File: src/rtl/irq_pkg.sv
package irq_pkg;
   localparam int PRIO_W = 4;
   localparam int VEC_W  = 8;
   localparam int DATA_W = 32;

   // configuration word field positions
   localparam int F_VEC  = 0;
   localparam int F_PRIO = 16;
   localparam int F_POL  = 22;
   localparam int F_LVL  = 23;
   localparam int F_ACT  = 30;
   localparam int F_MASK = 31;

   typedef struct packed {
      logic              mask;
      logic              level;
      logic              pol;
      logic [PRIO_W-1:0] prio;
      logic [VEC_W-1:0]  vec;
   } src_cfg_t;

   localparam src_cfg_t CFG_RST = '{mask: 1'b1, level: 1'b0, pol: 1'b1,
                                    prio: '0, vec: '0};

   function automatic src_cfg_t word_to_cfg(logic [DATA_W-1:0] w);
      src_cfg_t c;
      c.mask  = w[F_MASK];
      c.level = w[F_LVL];
      c.pol   = w[F_POL];
      c.prio  = w[F_PRIO +: PRIO_W];
      c.vec   = w[F_VEC +: VEC_W];
      return c;
   endfunction

   function automatic logic [DATA_W-1:0] cfg_to_word(src_cfg_t c, logic act);
      logic [DATA_W-1:0] w;
      w                  = '0;
      w[F_MASK]          = c.mask;
      w[F_ACT]           = act;
      w[F_LVL]           = c.level;
      w[F_POL]           = c.pol;
      w[F_PRIO +: PRIO_W] = c.prio;
      w[F_VEC +: VEC_W]  = c.vec;
      return w;
   endfunction
endpackage

File: src/rtl/irq_src_slot.sv
module irq_src_slot
   import irq_pkg::*;
#(
   parameter int NUM_CPU = 2
) (
   input  logic               clk,
   input  logic               rst_n,
   input  logic               cfg_we,
   input  logic               dst_we,
   input  logic [DATA_W-1:0]  wdata,
   input  logic               irq_raw,
   input  logic               ack_take,
   input  logic               in_svc,
   output src_cfg_t           cfg,
   output logic [NUM_CPU-1:0] dest,
   output logic               pending,
   output logic               active
);
   logic in_q;
   logic qual_prev;
   logic edge_pend;
   logic qual;
   logic edge_hit;

   assign qual     = cfg.pol ? in_q : ~in_q;
   assign edge_hit = qual & ~qual_prev;

   always_ff @(posedge clk) begin
      if (!rst_n) begin
         cfg       <= CFG_RST;
         dest      <= '0;
         in_q      <= 1'b0;
         qual_prev <= 1'b1;
         edge_pend <= 1'b0;
      end else begin
         in_q      <= irq_raw;
         qual_prev <= qual;
         if (cfg_we) cfg  <= word_to_cfg(wdata);
         if (dst_we) dest <= wdata[NUM_CPU-1:0];
         if (cfg.level) edge_pend <= 1'b0;
         else           edge_pend <= (edge_pend & ~ack_take) | edge_hit;
      end
   end

   assign pending = cfg.level ? qual : edge_pend;
   assign active  = pending | in_svc;
endmodule

File: src/rtl/irq_cpu_sel.sv
module irq_cpu_sel
   import irq_pkg::*;
#(
   parameter int NUM_SRC = 4,
   localparam int IDX_W  = (NUM_SRC > 1) ? $clog2(NUM_SRC) : 1
) (
   input  logic [NUM_SRC-1:0]             cand,
   input  logic [NUM_SRC-1:0][PRIO_W-1:0] prio,
   input  logic [NUM_SRC-1:0]             isr,
   input  logic [PRIO_W-1:0]              task_prio,
   output logic                           req,
   output logic [IDX_W-1:0]               win_idx,
   output logic                           eoi_valid,
   output logic [IDX_W-1:0]               eoi_idx
);
   logic [PRIO_W-1:0] isr_top;
   logic [PRIO_W-1:0] floor_p;
   logic [PRIO_W-1:0] best;

   // highest in-service priority; first index on ties
   always_comb begin
      eoi_valid = 1'b0;
      eoi_idx   = '0;
      isr_top   = '0;
      for (int s = 0; s < NUM_SRC; s++) begin
         if (isr[s] && (!eoi_valid || prio[s] > isr_top)) begin
            eoi_valid = 1'b1;
            eoi_idx   = IDX_W'(s);
            isr_top   = prio[s];
         end
      end
   end

   assign floor_p = (isr_top > task_prio) ? isr_top : task_prio;

   // winner must beat the floor; strict compare keeps lowest index on ties
   always_comb begin
      req     = 1'b0;
      win_idx = '0;
      best    = '0;
      for (int s = 0; s < NUM_SRC; s++) begin
         if (cand[s] && prio[s] > floor_p && (!req || prio[s] > best)) begin
            req     = 1'b1;
            win_idx = IDX_W'(s);
            best    = prio[s];
         end
      end
   end
endmodule

File: src/rtl/mp_irq_ctrl.sv
module mp_irq_ctrl
   import irq_pkg::*;
#(
   parameter int              NUM_SRC  = 4,
   parameter int              NUM_CPU  = 2,
   parameter int              ADDR_W   = 8,
   parameter logic [VEC_W-1:0] SPUR_RST = 8'hFF
) (
   input  logic               clk,
   input  logic               rst_n,
   input  logic [NUM_SRC-1:0] irq_in,
   input  logic               bus_sel,
   input  logic               bus_wr,
   input  logic [ADDR_W-1:0]  bus_addr,
   input  logic [DATA_W-1:0]  bus_wdata,
   output logic [DATA_W-1:0]  bus_rdata,
   output logic [NUM_CPU-1:0] irq_out
);
   localparam int IDX_W      = (NUM_SRC > 1) ? $clog2(NUM_SRC) : 1;
   localparam int A_FEAT     = 0;
   localparam int A_SPUR     = 1;
   localparam int A_SRC_BASE = 32;
   localparam int A_CPU_BASE = 64;

   if (NUM_SRC < 1 || NUM_SRC > 16) begin : g_bad_src
      $error("NUM_SRC must be 1..16");
   end
   if (NUM_CPU < 1 || NUM_CPU > 16) begin : g_bad_cpu
      $error("NUM_CPU must be 1..16");
   end
   if (ADDR_W < 7) begin : g_bad_addr
      $error("ADDR_W must be at least 7");
   end

   logic rd_en, wr_en;
   assign rd_en = bus_sel & ~bus_wr;
   assign wr_en = bus_sel &  bus_wr;

   src_cfg_t                         cfg      [NUM_SRC];
   logic [NUM_SRC-1:0][PRIO_W-1:0]   prio_vec;
   logic [NUM_SRC-1:0][NUM_CPU-1:0]  src_dest;
   logic [NUM_SRC-1:0]               src_pend;
   logic [NUM_SRC-1:0]               src_act;
   logic [NUM_SRC-1:0]               src_mask;
   logic [NUM_SRC-1:0]               in_svc_any;
   logic [NUM_SRC-1:0]               ack_take;

   logic [NUM_CPU-1:0][NUM_SRC-1:0]  isr_q;
   logic [NUM_CPU-1:0][PRIO_W-1:0]   task_q;
   logic [NUM_CPU-1:0][NUM_SRC-1:0]  cand;
   logic [NUM_CPU-1:0]               req;
   logic [NUM_CPU-1:0][IDX_W-1:0]    win_idx;
   logic [NUM_CPU-1:0]               eoi_valid;
   logic [NUM_CPU-1:0][IDX_W-1:0]    eoi_idx;
   logic [NUM_CPU-1:0][VEC_W-1:0]    ack_vec;
   logic [NUM_CPU-1:0]               ack_rd;
   logic [NUM_CPU-1:0]               eoi_wr;
   logic [NUM_CPU-1:0]               task_wr;
   logic [VEC_W-1:0]                 spur_q;
   logic [NUM_CPU*NUM_SRC-1:0]       isr_flat;

   assign isr_flat = isr_q;

   // ---------------- sources ----------------
   for (genvar s = 0; s < NUM_SRC; s++) begin : g_src
      logic cfg_we, dst_we;
      assign cfg_we = wr_en && bus_addr == ADDR_W'(A_SRC_BASE + 2*s);
      assign dst_we = wr_en && bus_addr == ADDR_W'(A_SRC_BASE + 2*s + 1);

      irq_src_slot #(.NUM_CPU(NUM_CPU)) u_slot (
         .clk      (clk),
         .rst_n    (rst_n),
         .cfg_we   (cfg_we),
         .dst_we   (dst_we),
         .wdata    (bus_wdata),
         .irq_raw  (irq_in[s]),
         .ack_take (ack_take[s]),
         .in_svc   (in_svc_any[s]),
         .cfg      (cfg[s]),
         .dest     (src_dest[s]),
         .pending  (src_pend[s]),
         .active   (src_act[s])
      );
      assign prio_vec[s] = cfg[s].prio;
      assign src_mask[s] = cfg[s].mask;
   end

   // ---------------- processors ----------------
   for (genvar c = 0; c < NUM_CPU; c++) begin : g_cpu
      localparam int BASE = A_CPU_BASE + 4*c;
      assign task_wr[c] = wr_en && bus_addr == ADDR_W'(BASE);
      assign ack_rd[c]  = rd_en && bus_addr == ADDR_W'(BASE + 1);
      assign eoi_wr[c]  = wr_en && bus_addr == ADDR_W'(BASE + 2) && bus_wdata == '0;

      irq_cpu_sel #(.NUM_SRC(NUM_SRC)) u_sel (
         .cand      (cand[c]),
         .prio      (prio_vec),
         .isr       (isr_q[c]),
         .task_prio (task_q[c]),
         .req       (req[c]),
         .win_idx   (win_idx[c]),
         .eoi_valid (eoi_valid[c]),
         .eoi_idx   (eoi_idx[c])
      );
      assign irq_out[c] = req[c];
   end

   // candidate matrix, in-service summary, acknowledge steering
   always_comb begin
      in_svc_any = '0;
      ack_take   = '0;
      for (int s = 0; s < NUM_SRC; s++)
         for (int c = 0; c < NUM_CPU; c++)
            in_svc_any[s] = in_svc_any[s] | isr_q[c][s];
      for (int c = 0; c < NUM_CPU; c++) begin
         ack_vec[c] = spur_q;
         for (int s = 0; s < NUM_SRC; s++) begin
            cand[c][s] = src_pend[s] & ~cfg[s].mask & src_dest[s][c] & ~in_svc_any[s];
            if (req[c] && win_idx[c] == IDX_W'(s)) begin
               ack_vec[c] = cfg[s].vec;
               if (ack_rd[c]) ack_take[s] = 1'b1;
            end
         end
      end
   end

   // processor state
   always_ff @(posedge clk) begin
      if (!rst_n) begin
         isr_q  <= '0;
         task_q <= '0;
         spur_q <= SPUR_RST;
      end else begin
         if (wr_en && bus_addr == ADDR_W'(A_SPUR)) spur_q <= bus_wdata[VEC_W-1:0];
         for (int c = 0; c < NUM_CPU; c++) begin
            if (task_wr[c]) task_q[c] <= bus_wdata[PRIO_W-1:0];
            if (ack_rd[c] && req[c])
               isr_q[c][win_idx[c]] <= 1'b1;
            else if (eoi_wr[c] && eoi_valid[c])
               isr_q[c][eoi_idx[c]] <= 1'b0;
         end
      end
   end

   // read port
   always_comb begin
      bus_rdata = '0;
      if (rd_en) begin
         if (bus_addr == ADDR_W'(A_FEAT)) begin
            bus_rdata[7:0]  = 8'(NUM_SRC - 1);
            bus_rdata[15:8] = 8'(NUM_CPU - 1);
         end
         if (bus_addr == ADDR_W'(A_SPUR)) bus_rdata[VEC_W-1:0] = spur_q;
         for (int s = 0; s < NUM_SRC; s++) begin
            if (bus_addr == ADDR_W'(A_SRC_BASE + 2*s))
               bus_rdata = cfg_to_word(cfg[s], src_act[s]);
            if (bus_addr == ADDR_W'(A_SRC_BASE + 2*s + 1))
               bus_rdata[NUM_CPU-1:0] = src_dest[s];
         end
         for (int c = 0; c < NUM_CPU; c++) begin
            if (bus_addr == ADDR_W'(A_CPU_BASE + 4*c))
               bus_rdata[PRIO_W-1:0] = task_q[c];
            if (bus_addr == ADDR_W'(A_CPU_BASE + 4*c + 1))
               bus_rdata[VEC_W-1:0] = ack_vec[c];
         end
      end
   end
endmodule

File: config.mk
export PLATFORM = sky130hd
export DESIGN_NAME = mp_irq_ctrl
export DESIGN_NICKNAME = d
export VERILOG_FILES = /design/src/rtl/irq_pkg.sv /design/src/rtl/irq_src_slot.sv /design/src/rtl/irq_cpu_sel.sv /design/src/rtl/mp_irq_ctrl.sv
export SDC_FILE = /design/constraint.sdc
export NUM_CORES = 1
export LEC_CHECK = 0
export BUFFER_PORTS_ARGS = -buffer_cell sky130_fd_sc_hd__buf_2
export CORE_ASPECT_RATIO = 0.7
export CORE_MARGIN = 2
export CORE_UTILIZATION = 25
export CTS_BUF_LIST = sky130_fd_sc_hd__clkbuf_4
export DETAILED_ROUTE_END_ITERATION = 10
export PLACE_DENSITY_LB_ADDON = 0.15
export SYNTH_ARGS = -nofsm -noshare
export SYNTH_HDL_FRONTEND = slang
export SYNTH_SLANG_ARGS = --single-unit
File: constraint.sdc
create_clock -name clk -period 19.9 [get_ports clk]
set_clock_uncertainty 0.05 [all_clocks]
set_input_delay 3.98 -clock clk [delete_from_list [all_inputs] [get_ports clk]]
set_output_delay 3.98 -clock clk [all_outputs]
set_load 0.005 [all_outputs]
---- Yosys cells after proc, flatten, opt, wreduce, memory -nomap -nowiden ----
Index checks and enable logic that the tools add are counted.
word-level totals
  word-level logic and storage cells ...... 350
  bits in registers ....................... 104
  input bits .............................. 48
operators by class
  bitwise gates (word level) .............. 70
  order comparisons ....................... 30
  reductions and logical operators ........ 87
  equality and inequality tests ........... 21
  multiplexer cells ....................... 101
operator list
  kind                  count
  $mux W32              6
  $gt A4 B4 Y1          22
  $mux W4               22
  $mux W8               11
  $eq A8 B6 Y1 const B  8
  $logic_and A1 B1 Y1   53
  $eq A8 B7 Y1 const B  6
  $mux W1               45
  $logic_not A32 Y1     1
  $and A1 B1 Y1         30
  $mux W2               12
  $not A1 Y1            22
  $logic_not A1 Y1      12
  $logic_or A1 B1 Y1    12
  $lt A2 B3 Y1 const B  4
  $or A1 B1 Y1          12
  $mux W9               1
  $and A4 B4 Y4         2
  $demux W1 S2          4
  $eq A2 B2 Y1 const B  4
  $eq A8 B1 Y1 const B  1
  $ge A2 B1 Y1 const B  4
  $logic_not A8 Y1      1
  $not A4 Y4            2
  other kinds (5)       12

---- Logic depth before layout (Yosys ltp) ----
Gate-level depths: netlist (run 1).
  depth after elaboration ................. 40
  depth in mapped cells ................... 78
  mapped depth without buffers ............ 72

---- Hierarchy ----
Synthesis (run 1) repeated with hierarchy kept, for this count alone.
second synthesis, totals
  cells, all modules ...................... 1080
  area total of the unflattened synthesis .. 9306.4 sq um
modules (own cells, without submodules)
  module        sequential area each (sq um)  area an instance (sq um)  times used  cells each
  irq_cpu_sel   0.0                           1584.0                    2           200
  mp_irq_ctrl   480.5                         3140.5                    1           408
  irq_src_slot  400.4                         749.5                     4           68

---- Least setup slack after synthesis (run 1) ----
Ideal clock, no wire load.
  path type ............................... register to output
  start ................................... register isr_q, in the netlist isr_flat[4]
  end ..................................... output bus_rdata[6]
  cell stages (with the launch flop) ...... 73
  slack ................................... 3.074 ns
  data arrival time ....................... 12.796 ns
  required time ........................... 15.870 ns
  path buffers ............................ 6
  path through ............................ dfxtp_1 -> clkbuf_1 -> nand2_1 -> ha_1 -> nor2b_1 -> o21ai_0 -> nand2b_1 -> a21oi_1 -> a41o_1 -> a21boi_1 -> mux2_2 -> ha_1 -> nor2b_1 -> o21ai_0 -> nand2b_1 -> a21oi_1 -> a41oi_1 -> o21a_1 -> [... 37 more ...] -> a21oi_1 -> clkbuf_1 -> clkbuf_1 -> mux2_2 -> ha_1 -> nor2b_1 -> o21a_1 -> o21a_1 -> o21ai_0 -> nor2_1 -> or4_4 -> buf_6 -> mux2_4 -> mux2_4 -> mux2i_4 -> a211oi_1 -> o2111ai_1 -> nand3_1
between the ends
  longest elaborated chain between the ends .. 38
ends and longest elaborated chain
  element                                                  line                text
  from (decl)                                              mp_irq_ctrl.sv:48   logic [NUM_CPU-1:0][NUM_SRC-1:0] isr_q;
  from (signal assigned)                                   mp_irq_ctrl.sv:130  isr_q <= '0;
  from (signal, indexed assignment)                        mp_irq_ctrl.sv:138  isr_q[c][win_idx[c]] <= 1'b1;
  from (signal, indexed assignment)                        mp_irq_ctrl.sv:140  isr_q[c][eoi_idx[c]] <= 1'b0;
  $mux W4 / $mux W1 (equally long branches)                irq_cpu_sel.sv:26   if (isr[s] && (!eoi_valid || prio[s] > isr_top)) begin
  $gt A4 B4 Y1 / $logic_not A1 Y1 (equally long branches)  irq_cpu_sel.sv:26
  $logic_or A1 B1 Y1                                       irq_cpu_sel.sv:26
  $logic_and A1 B1 Y1                                      irq_cpu_sel.sv:26
  $mux W4 / $mux W1 (equally long branches)                irq_cpu_sel.sv:26
  $gt A4 B4 Y1 / $logic_not A1 Y1 (equally long branches)  irq_cpu_sel.sv:26
  $logic_or A1 B1 Y1                                       irq_cpu_sel.sv:26
  $logic_and A1 B1 Y1                                      irq_cpu_sel.sv:26
  [... 19 more ...]                                        --
  $logic_or A1 B1 Y1                                       irq_cpu_sel.sv:42   if (cand[s] && prio[s] > floor_p && (!req || prio[s] > best)) begin
  $logic_and A1 B1 Y1                                      irq_cpu_sel.sv:42
  $mux W2                                                  irq_cpu_sel.sv:42
  $logic_not A2 Y1                                         mp_irq_ctrl.sv:119  if (req[c] && win_idx[c] == IDX_W'(s)) begin
  $logic_and A1 B1 Y1                                      mp_irq_ctrl.sv:119
  $mux W8 (4 in a row)                                     mp_irq_ctrl.sv:119
  $mux W8 *                                                mp_irq_ctrl.sv:163  if (bus_addr == ADDR_W'(A_CPU_BASE + 4*c + 1))
  $mux W32 *                                               mp_irq_ctrl.sv:148  if (rd_en) begin
  to (decl)                                                mp_irq_ctrl.sv:16   output logic [DATA_W-1:0] bus_rdata,
Mark *: on every way between the ends. The rest lies on a longest branch, timed or not.

---- Worst setup path in the final report (run 1) ----
  start ................................... register isr_q, in the netlist isr_flat[0]
  end ..................................... output bus_rdata[5]
between the ends
  longest elaborated chain between the ends .. 39
ends and longest elaborated chain
  element                                                  line
  $mux W4 / $mux W1 (equally long branches)                irq_cpu_sel.sv:26
  $gt A4 B4 Y1 / $logic_not A1 Y1 (equally long branches)  irq_cpu_sel.sv:26
  $logic_or A1 B1 Y1                                       irq_cpu_sel.sv:26
  $logic_and A1 B1 Y1                                      irq_cpu_sel.sv:26
  $mux W4 / $mux W1 (equally long branches)                irq_cpu_sel.sv:26
  $gt A4 B4 Y1 / $logic_not A1 Y1 (equally long branches)  irq_cpu_sel.sv:26
  $logic_or A1 B1 Y1                                       irq_cpu_sel.sv:26
  $logic_and A1 B1 Y1                                      irq_cpu_sel.sv:26
  [... 20 more ...]                                        --
  $logic_and A1 B1 Y1                                      irq_cpu_sel.sv:42
  $mux W2                                                  irq_cpu_sel.sv:42
  $logic_not A2 Y1                                         mp_irq_ctrl.sv:119
  $logic_and A1 B1 Y1                                      mp_irq_ctrl.sv:119
  $mux W8 (4 in a row)                                     mp_irq_ctrl.sv:119
  $mux W8                                                  mp_irq_ctrl.sv:163
  $mux W8 *                                                mp_irq_ctrl.sv:163
  $mux W32 *                                               mp_irq_ctrl.sv:148
Marked as above.

==> results.md, run 1 <==
- Status: finished clean
- Synthesized area per cell: 7.582 um2
- Hold path cells: 2
- Final WS setup: between 1000 and 1500 ps
- IR drop worst, VDD: 0.02767 mV
- MaxCap Viol Count: 0
- Number of flops mapped to enable cells by yosys: 0
- Seq pwr share: 0.544
- CP most frequent cell: ha_1
- Mapped Cells: between 1000 and 1500
- Initial antenna violation count: 0
- Worst Path Buf+Inv: 3
- Count of hold-fix buffers inserted at cts: 0
- Slowest cell on the critical path: dfxtp_2
- Overflow after GRT: 0
- Crit share post-route: 0.9470
- Setup Crit Path Kind: reg -> out
- Sequential area share after synthesis: 0.2392
- Clock root buffer: clkbuf_4
- CTS Buf Count: 9
- H-tree levels: 3
- Cell variety after synth: 76
- Power Total: 387.5 uW
- Number of global-route vias before repair: 8108
- Clock sink count: 104
- Initial Util: 0.2522
- RSZ-0062 raised after global routing: false
- Port bufs: 66
- Type of the tightest min-delay check: reg -> reg
- Area of the multi-input gates: 6205 um2
- Worst Path Max Fanout: 13
- Max Freq: 53.06 MHz
- Critical Path Start Type: flip-flop
- Clock Latency Late Sink: about 570 ps
- Ports: between 80 and 90
- Final std cells w/o fill: 1663
- WL/cell: 22.20 um
- Worst-Margin Slew: approximately 1100 ps
- Flop-to-flop setup slack: a little under 6000 ps
- Nets: 1318
- Clock Power Share: 0.380
- TritonCTS clock tree: yes
- Layout cells sized above 1: 0.1293
- Antenna-violating nets left: 0
- Clk buf depth: 2
- #FFs+latches synth: 104
- Setup Total Neg Slack: 0 ps
- Core footprint: approximately 35000 um2
- Fraction of registers with async set/reset: 0
- GP Congestion: 0.8927
- DP Worst Slack: 1095 ps
- Pin count of the biggest net entering global routing: 105
- Final hold violation count: 0
- Rows: 57
- Crit path arrival time: roughly 15000 ps
- Max-slew violations: 0
- Hold Crit Start: g_src[3].u_slot.edge_pend
- First-pass GRT wire length: 54.50 mm
- Die ar.: 36350 um2
- Placed cell count: between 1500 and 2000
- Register-to-Register Path Depth: 64
- Setup violations, final: 0
- PD cells: between 30 and 40 nW/um2
- Endpoint of the worst register-to-register path: g_src[3].u_slot.edge_pend
- Internal: 283.6 uW
- Total global routing track utilization: 0.2049
- Yosys Warn Count: 0
- Post-Synthesis Cell Area: ~8700 um2
- Post-layout min period: 18850 ps
- Worst-path clk slew: between 150 and 200 ps
- Final-layout fill cell count: 3802
- Largest delay contributor family on the critical path: compound AO/OA/AOI/OAI gates
- First-pass detailed-route iteration total: 5
- Worst EP required: 15870 ps
- Die span in x: 227.0 um
- Post-DR vias/cell: 5.275
- DRC errors left: 0
- Setup crit end kind: primary output
- RR Startpoint: isr_flat[0]
- Switching pwr: 103.9 uW
- Static leakage: 0.003619 uW
- Comb power frac: 0.076
- Final WL: 36.91 mm
- Detailed-route via count: 8773
- Hold EP: g_src[3].u_slot.edge_pend
- Top FF cell, synth: dfxtp_1
- Die span in y: 160.1 um
- Register area: 2083 um2
- HPWL after detailed placement: 27.40 mm
- Sw Share: 0.2681
- Crit path largest cell delay: ~530 ps
- DR iter-0 viols: approximately 1000
- Normalized max-slew margin: 0.2777
- P&R area growth vs syn: 11.60%
- Diode count: 0
layout make-up:
type                    instances  area share
well taps                     472     0.06079
clock buffers                   9    0.006955
inverters                      37     0.01430
multi-input cells             944      0.6387
flip-flops and latches        104      0.2145
repair buffers                 90     0.05255
clock inverters                 7     0.01224
cells in the final DEF (no fill, tap or decap), types with 5 or more instances in the layout:
cell type / count
a211oi_1: 12
a21boi_0: 65
a21o_1: 6
a21oi_1: 69
a21oi_2: 5
a221oi_1: 11
a222oi_1: 10
a22oi_1: 6
a311o_1: 5
and2_1: 17
buf_2: 66
buf_4: 24
clkbuf_4: 9
conb_1: 15
dfxtp_1: 103
ha_1: 84
inv_1: 36
mux2_2: 8
mux2i_1: 30
nand2_1: 230
nand2b_1: 18
nand3_1: 35
nand4_1: 13
nor2_1: 62
nor2_2: 6
nor2b_1: 38
nor3_1: 12
nor4_1: 11
o2111ai_1: 5
o211ai_1: 19
o21a_1: 17
o21ai_0: 42
state kept, by name, summed over array words and instances, names as in the netlist:
register,count
task_q,8
g_src.u_slot.in_q,4
g_src.u_slot.qual_prev,4
spur_q,8
g_src.u_slot.cfg,60
g_src.u_slot.dest,8
isr_flat,8
g_src.u_slot.edge_pend,4
through the flow:
step / util / hold WS, ps / instance area (um2)
final: 0.2814 / 438.9 / 9714
after global routing: 0.2814 / 478.3 / 9714
after CTS: 0.2811 / 444.1 / 9702
after detailed placement: 0.2757 / 425.2 / 9515
after global placement: 0.2757 / 417.2 / 9515
after floorplan: - / 398.9 / 8757
synthesized netlist by cell type (18+ instances only):
cell / n / area, um2
a21boi_0: 65 / 488.0
a21oi_1: 71 / 355.3
buf_4: 19 / 142.6
clkbuf_1: 54 / 202.7
dfxtp_1: 104 / 2082
ha_1: 84 / 1051
inv_1: 36 / 135.1
mux2i_1: 30 / 300.3
nand2_1: 230 / 863.3
nand2b_1: 18 / 112.6
nand3_1: 35 / 175.2
nor2_1: 65 / 244.0
nor2b_1: 38 / 237.7
o211ai_1: 19 / 142.6
o21ai_0: 42 / 210.2
worst register-to-register path: cells and delay by family (launching register included):
family | cells | cell delay, ps
buffers and inverters | 3 | 430
AND/OR/NAND/NOR | 22 | 3550
multiplexers | 1 | 400
adder cells (fa/ha/maj) | 8 | 2330
AO/OA/AOI/OAI | 30 | 6710
flip-flops | 1 | 530
power by group through the flow:
stage	combinational, uW	sequential (uW)	clock (uW)
finish	29.6	211	147
global route	32.0	211	158
CTS	29.3	211	151
detailed placement	29.2	215	0
global placement	29.5	215	0
floorplan	16.7	215	0
layer usage:
metal  global-route usage  vias to the layer above  wire [um]
met5                    0                        -          0
met4              0.04070                        0        479
met3              0.04434                       37       2780
met2               0.2731                      325      14260
met1               0.3268                     4214      19400
li1                     -                     4197          -
worst max path at each step:
stage,start,endpoint,slack (ps),depth (start not counted)
final,isr_flat[0],bus_rdata[5],1050,66
after global routing,isr_flat[0],bus_rdata[5],30,66
after CTS,isr_flat[0],bus_rdata[5],390,65
after detailed placement,isr_flat[0],bus_rdata[5],1100,65
after global placement,isr_flat[0],bus_rdata[5],980,65
after floorplan,isr_flat[4],bus_rdata[6],3070,72
what timing repair did:
item / in CTS / in global routing
setup endpoints to repair: 0 / 8
setup buffers: 0 / 0
resized for setup: 0 / 5
logic make-up (layout without fill, tap and decap cells):
group,Yosys count,after routing,synth area share
other,1,15,0.0004308
AO/OA/AOI/OAI,320,320,0.2605
XOR/XNOR,8,8,0.008049
flip-flops,104,104,0.2392
adder cells (fa/ha/maj),84,84,0.1207
AND/OR/NAND/NOR,474,474,0.2586
multiplexers,43,43,0.05390
buffers and inverters,114,143,0.05864
No activity file was read; power rests on OpenSTA's default activity.
==> run 2: changes to the inputs <==
CORE_ASPECT_RATIO = unset   (was 0.7)
==> run 2 against run 1 <==
Effect of this change: routed wire length down 2.8%; global-route usage is 0.47 points lower; combinational power down 3%; via count is 1.7% lower; non-clock buffer count is 1 higher; sequential power barely moved; worst hold slack improved by 10 ps; critical path depth is 2 higher; largest cell class unchanged.
==> results.md, run 2 (synthesized netlist as in run 1, its figures left out) <==
- WL/cell: between 20 and 25 um
- Total global routing track utilization: 0.2002
- CTS Buf Count: 9
- Detailed-route via count: 8628
- H-tree levels: 3
- Critical Path Start Type: flip-flop
- Worst-Margin Slew: 1185 ps
- RR Startpoint: g_src[0].u_slot.cfg[9]
- PD cells: 36.90 nW/um2
- Worst Path Buf+Inv: 3
- Placed cell count: between 1500 and 2000
- Rows: 68
- GP Congestion: 0.8540
- Count of hold-fix buffers inserted at cts: 0
- Die span in y: 190.6 um
- Setup crit end kind: primary output
- First-pass detailed-route iteration total: 5
- Crit path arrival time: 14620 ps
- Worst-path clk slew: 190 ps
- Setup Crit Path Kind: reg -> out
- Setup Total Neg Slack: 0 ps
- Nets: 1319
- Setup violations, final: 0
- Power Total: about 360 uW
- Crit path largest cell delay: 620 ps
- Static leakage: 0.003613 uW
- Normalized max-slew margin: 0.2031
- Number of global-route vias before repair: 8251
- Status: finished clean
- Max Freq: 53.61 MHz
- Final hold violation count: 0
- Biggest register: g_src.u_slot.cfg
- Crit share post-route: 0.9373
- P&R area growth vs syn: 11.17%
- TritonCTS clock tree: yes
- Commonest non-fill, non-tap cells in the layout: nand2_1, dfxtp_1, ha_1
- Initial antenna violation count: 1
- Antenna-violating nets left: 0
- Initial Util: 0.2532
- Worst EP required: 15870 ps
- Die span in x: about 190 um
- Pin count of the biggest net entering global routing: 105
- Ports: 82
- MaxCap Viol Count: 0
- Port bufs: 66
- DRC errors left: 0
- IR drop worst, VDD: around 0.027 mV
- Overflow after GRT: 0
- Post-layout min period: 18650 ps
- Final std cells w/o fill: around 1600
- Type of the tightest min-delay check: reg -> reg
- Layout cells sized above 1: 0.1326
- Largest delay contributor family on the critical path: compound AO/OA/AOI/OAI gates
- Post-DR vias/cell: 5.235
- Clock sink count: 104
- Leading cell type in the layout, fill and taps excluded: nand2_1
- Slowest cell on the critical path: dfxtp_1
- Final WL: 35.89 mm
- RSZ-0062 raised after global routing: false
- Max-slew violations: 0
- Number of flip-flops in the largest register: 60
- HPWL after detailed placement: 26.30 mm
- Core footprint: 34370 um2
- Clock root buffer: clkbuf_4
- First-pass GRT wire length: 53.81 mm
- Worst Path Max Fanout: 13
- Hold Crit Start: g_src[3].u_slot.edge_pend
- Critical Path Source: g_src[0].u_slot.cfg[9]
- DR iter-0 viols: 695
- Clock Latency Late Sink: 540 ps
- Die ar.: 36330 um2
- Clk buf depth: 2
==> run 2: area by class of cell <==
type                       instances  area (um2)
clock inverter                     6       61.31
timing repair buffer              91       518.0
clock buffer                      10       75.07
tap                              455       569.3
sequential                       104        2085
antenna                            1       2.502
multi-input combinational        944        6227
fill                            3794       24700
inverter                          37       138.9
==> run 2: path summary, 6_finish.rpt <==
path / to / slack [ps] / depth (start not counted)
max: bus_rdata[5] / 1250 / 68
min: g_src[3].u_slot.edge_pend / 450 / 2
max reg2reg: g_src[2].u_slot.edge_pend / 6200 / 64
min reg2reg: g_src[3].u_slot.edge_pend / 450 / 2
==> run 2: where the power goes <==
part | switching [uW] | internal (uW)
Combinational | 18.9 | 9.74
Sequential | 0.710 | 210
Clock | 87.5 | 30.1
Total | 107 | 250
==> run 2: per-stage QoR <==
| step | utilization | worst slack, ps | hold slack (ps) | area (um2) |
|---|---|---|---|---|
| after global placement | 0.2760 | 944.3 | 421.4 | 9487 |
| final | 0.2815 | 1248 | 449.1 | 9677 |
| after global routing | 0.2815 | 0.3162 | 458.3 | 9677 |
| after CTS | 0.2800 | 267.1 | 447.9 | 9623 |
| after detailed placement | 0.2760 | 932.9 | 423.3 | 9487 |
| after floorplan | - | 3074 | 398.9 | 8757 |
==> run 2: worst min-delay path: stages, from the launching register on <==
cell and delay [ps]:
dfxtp_1 350, o21ai_0 70, a21oi_1 70
==> run 2: timing repair <==
action	in CTS	in global routing
gates resized for setup	0	7
endpoints found under the setup margin	0	8
buffers inserted	0	4
==> run 2: per-layer routing <==
metal | GRT usage | part of all wire | vias up | wire length [um]
met5 | 0 | 0 | - | 0
met4 | 0.05635 | 0.024 | 0 | 845
met3 | 0.02797 | 0.057 | 42 | 2033
met2 | 0.3278 | 0.46 | 273 | 16480
met1 | 0.2735 | 0.46 | 4114 | 16530
li1 | - | - | 4199 | -
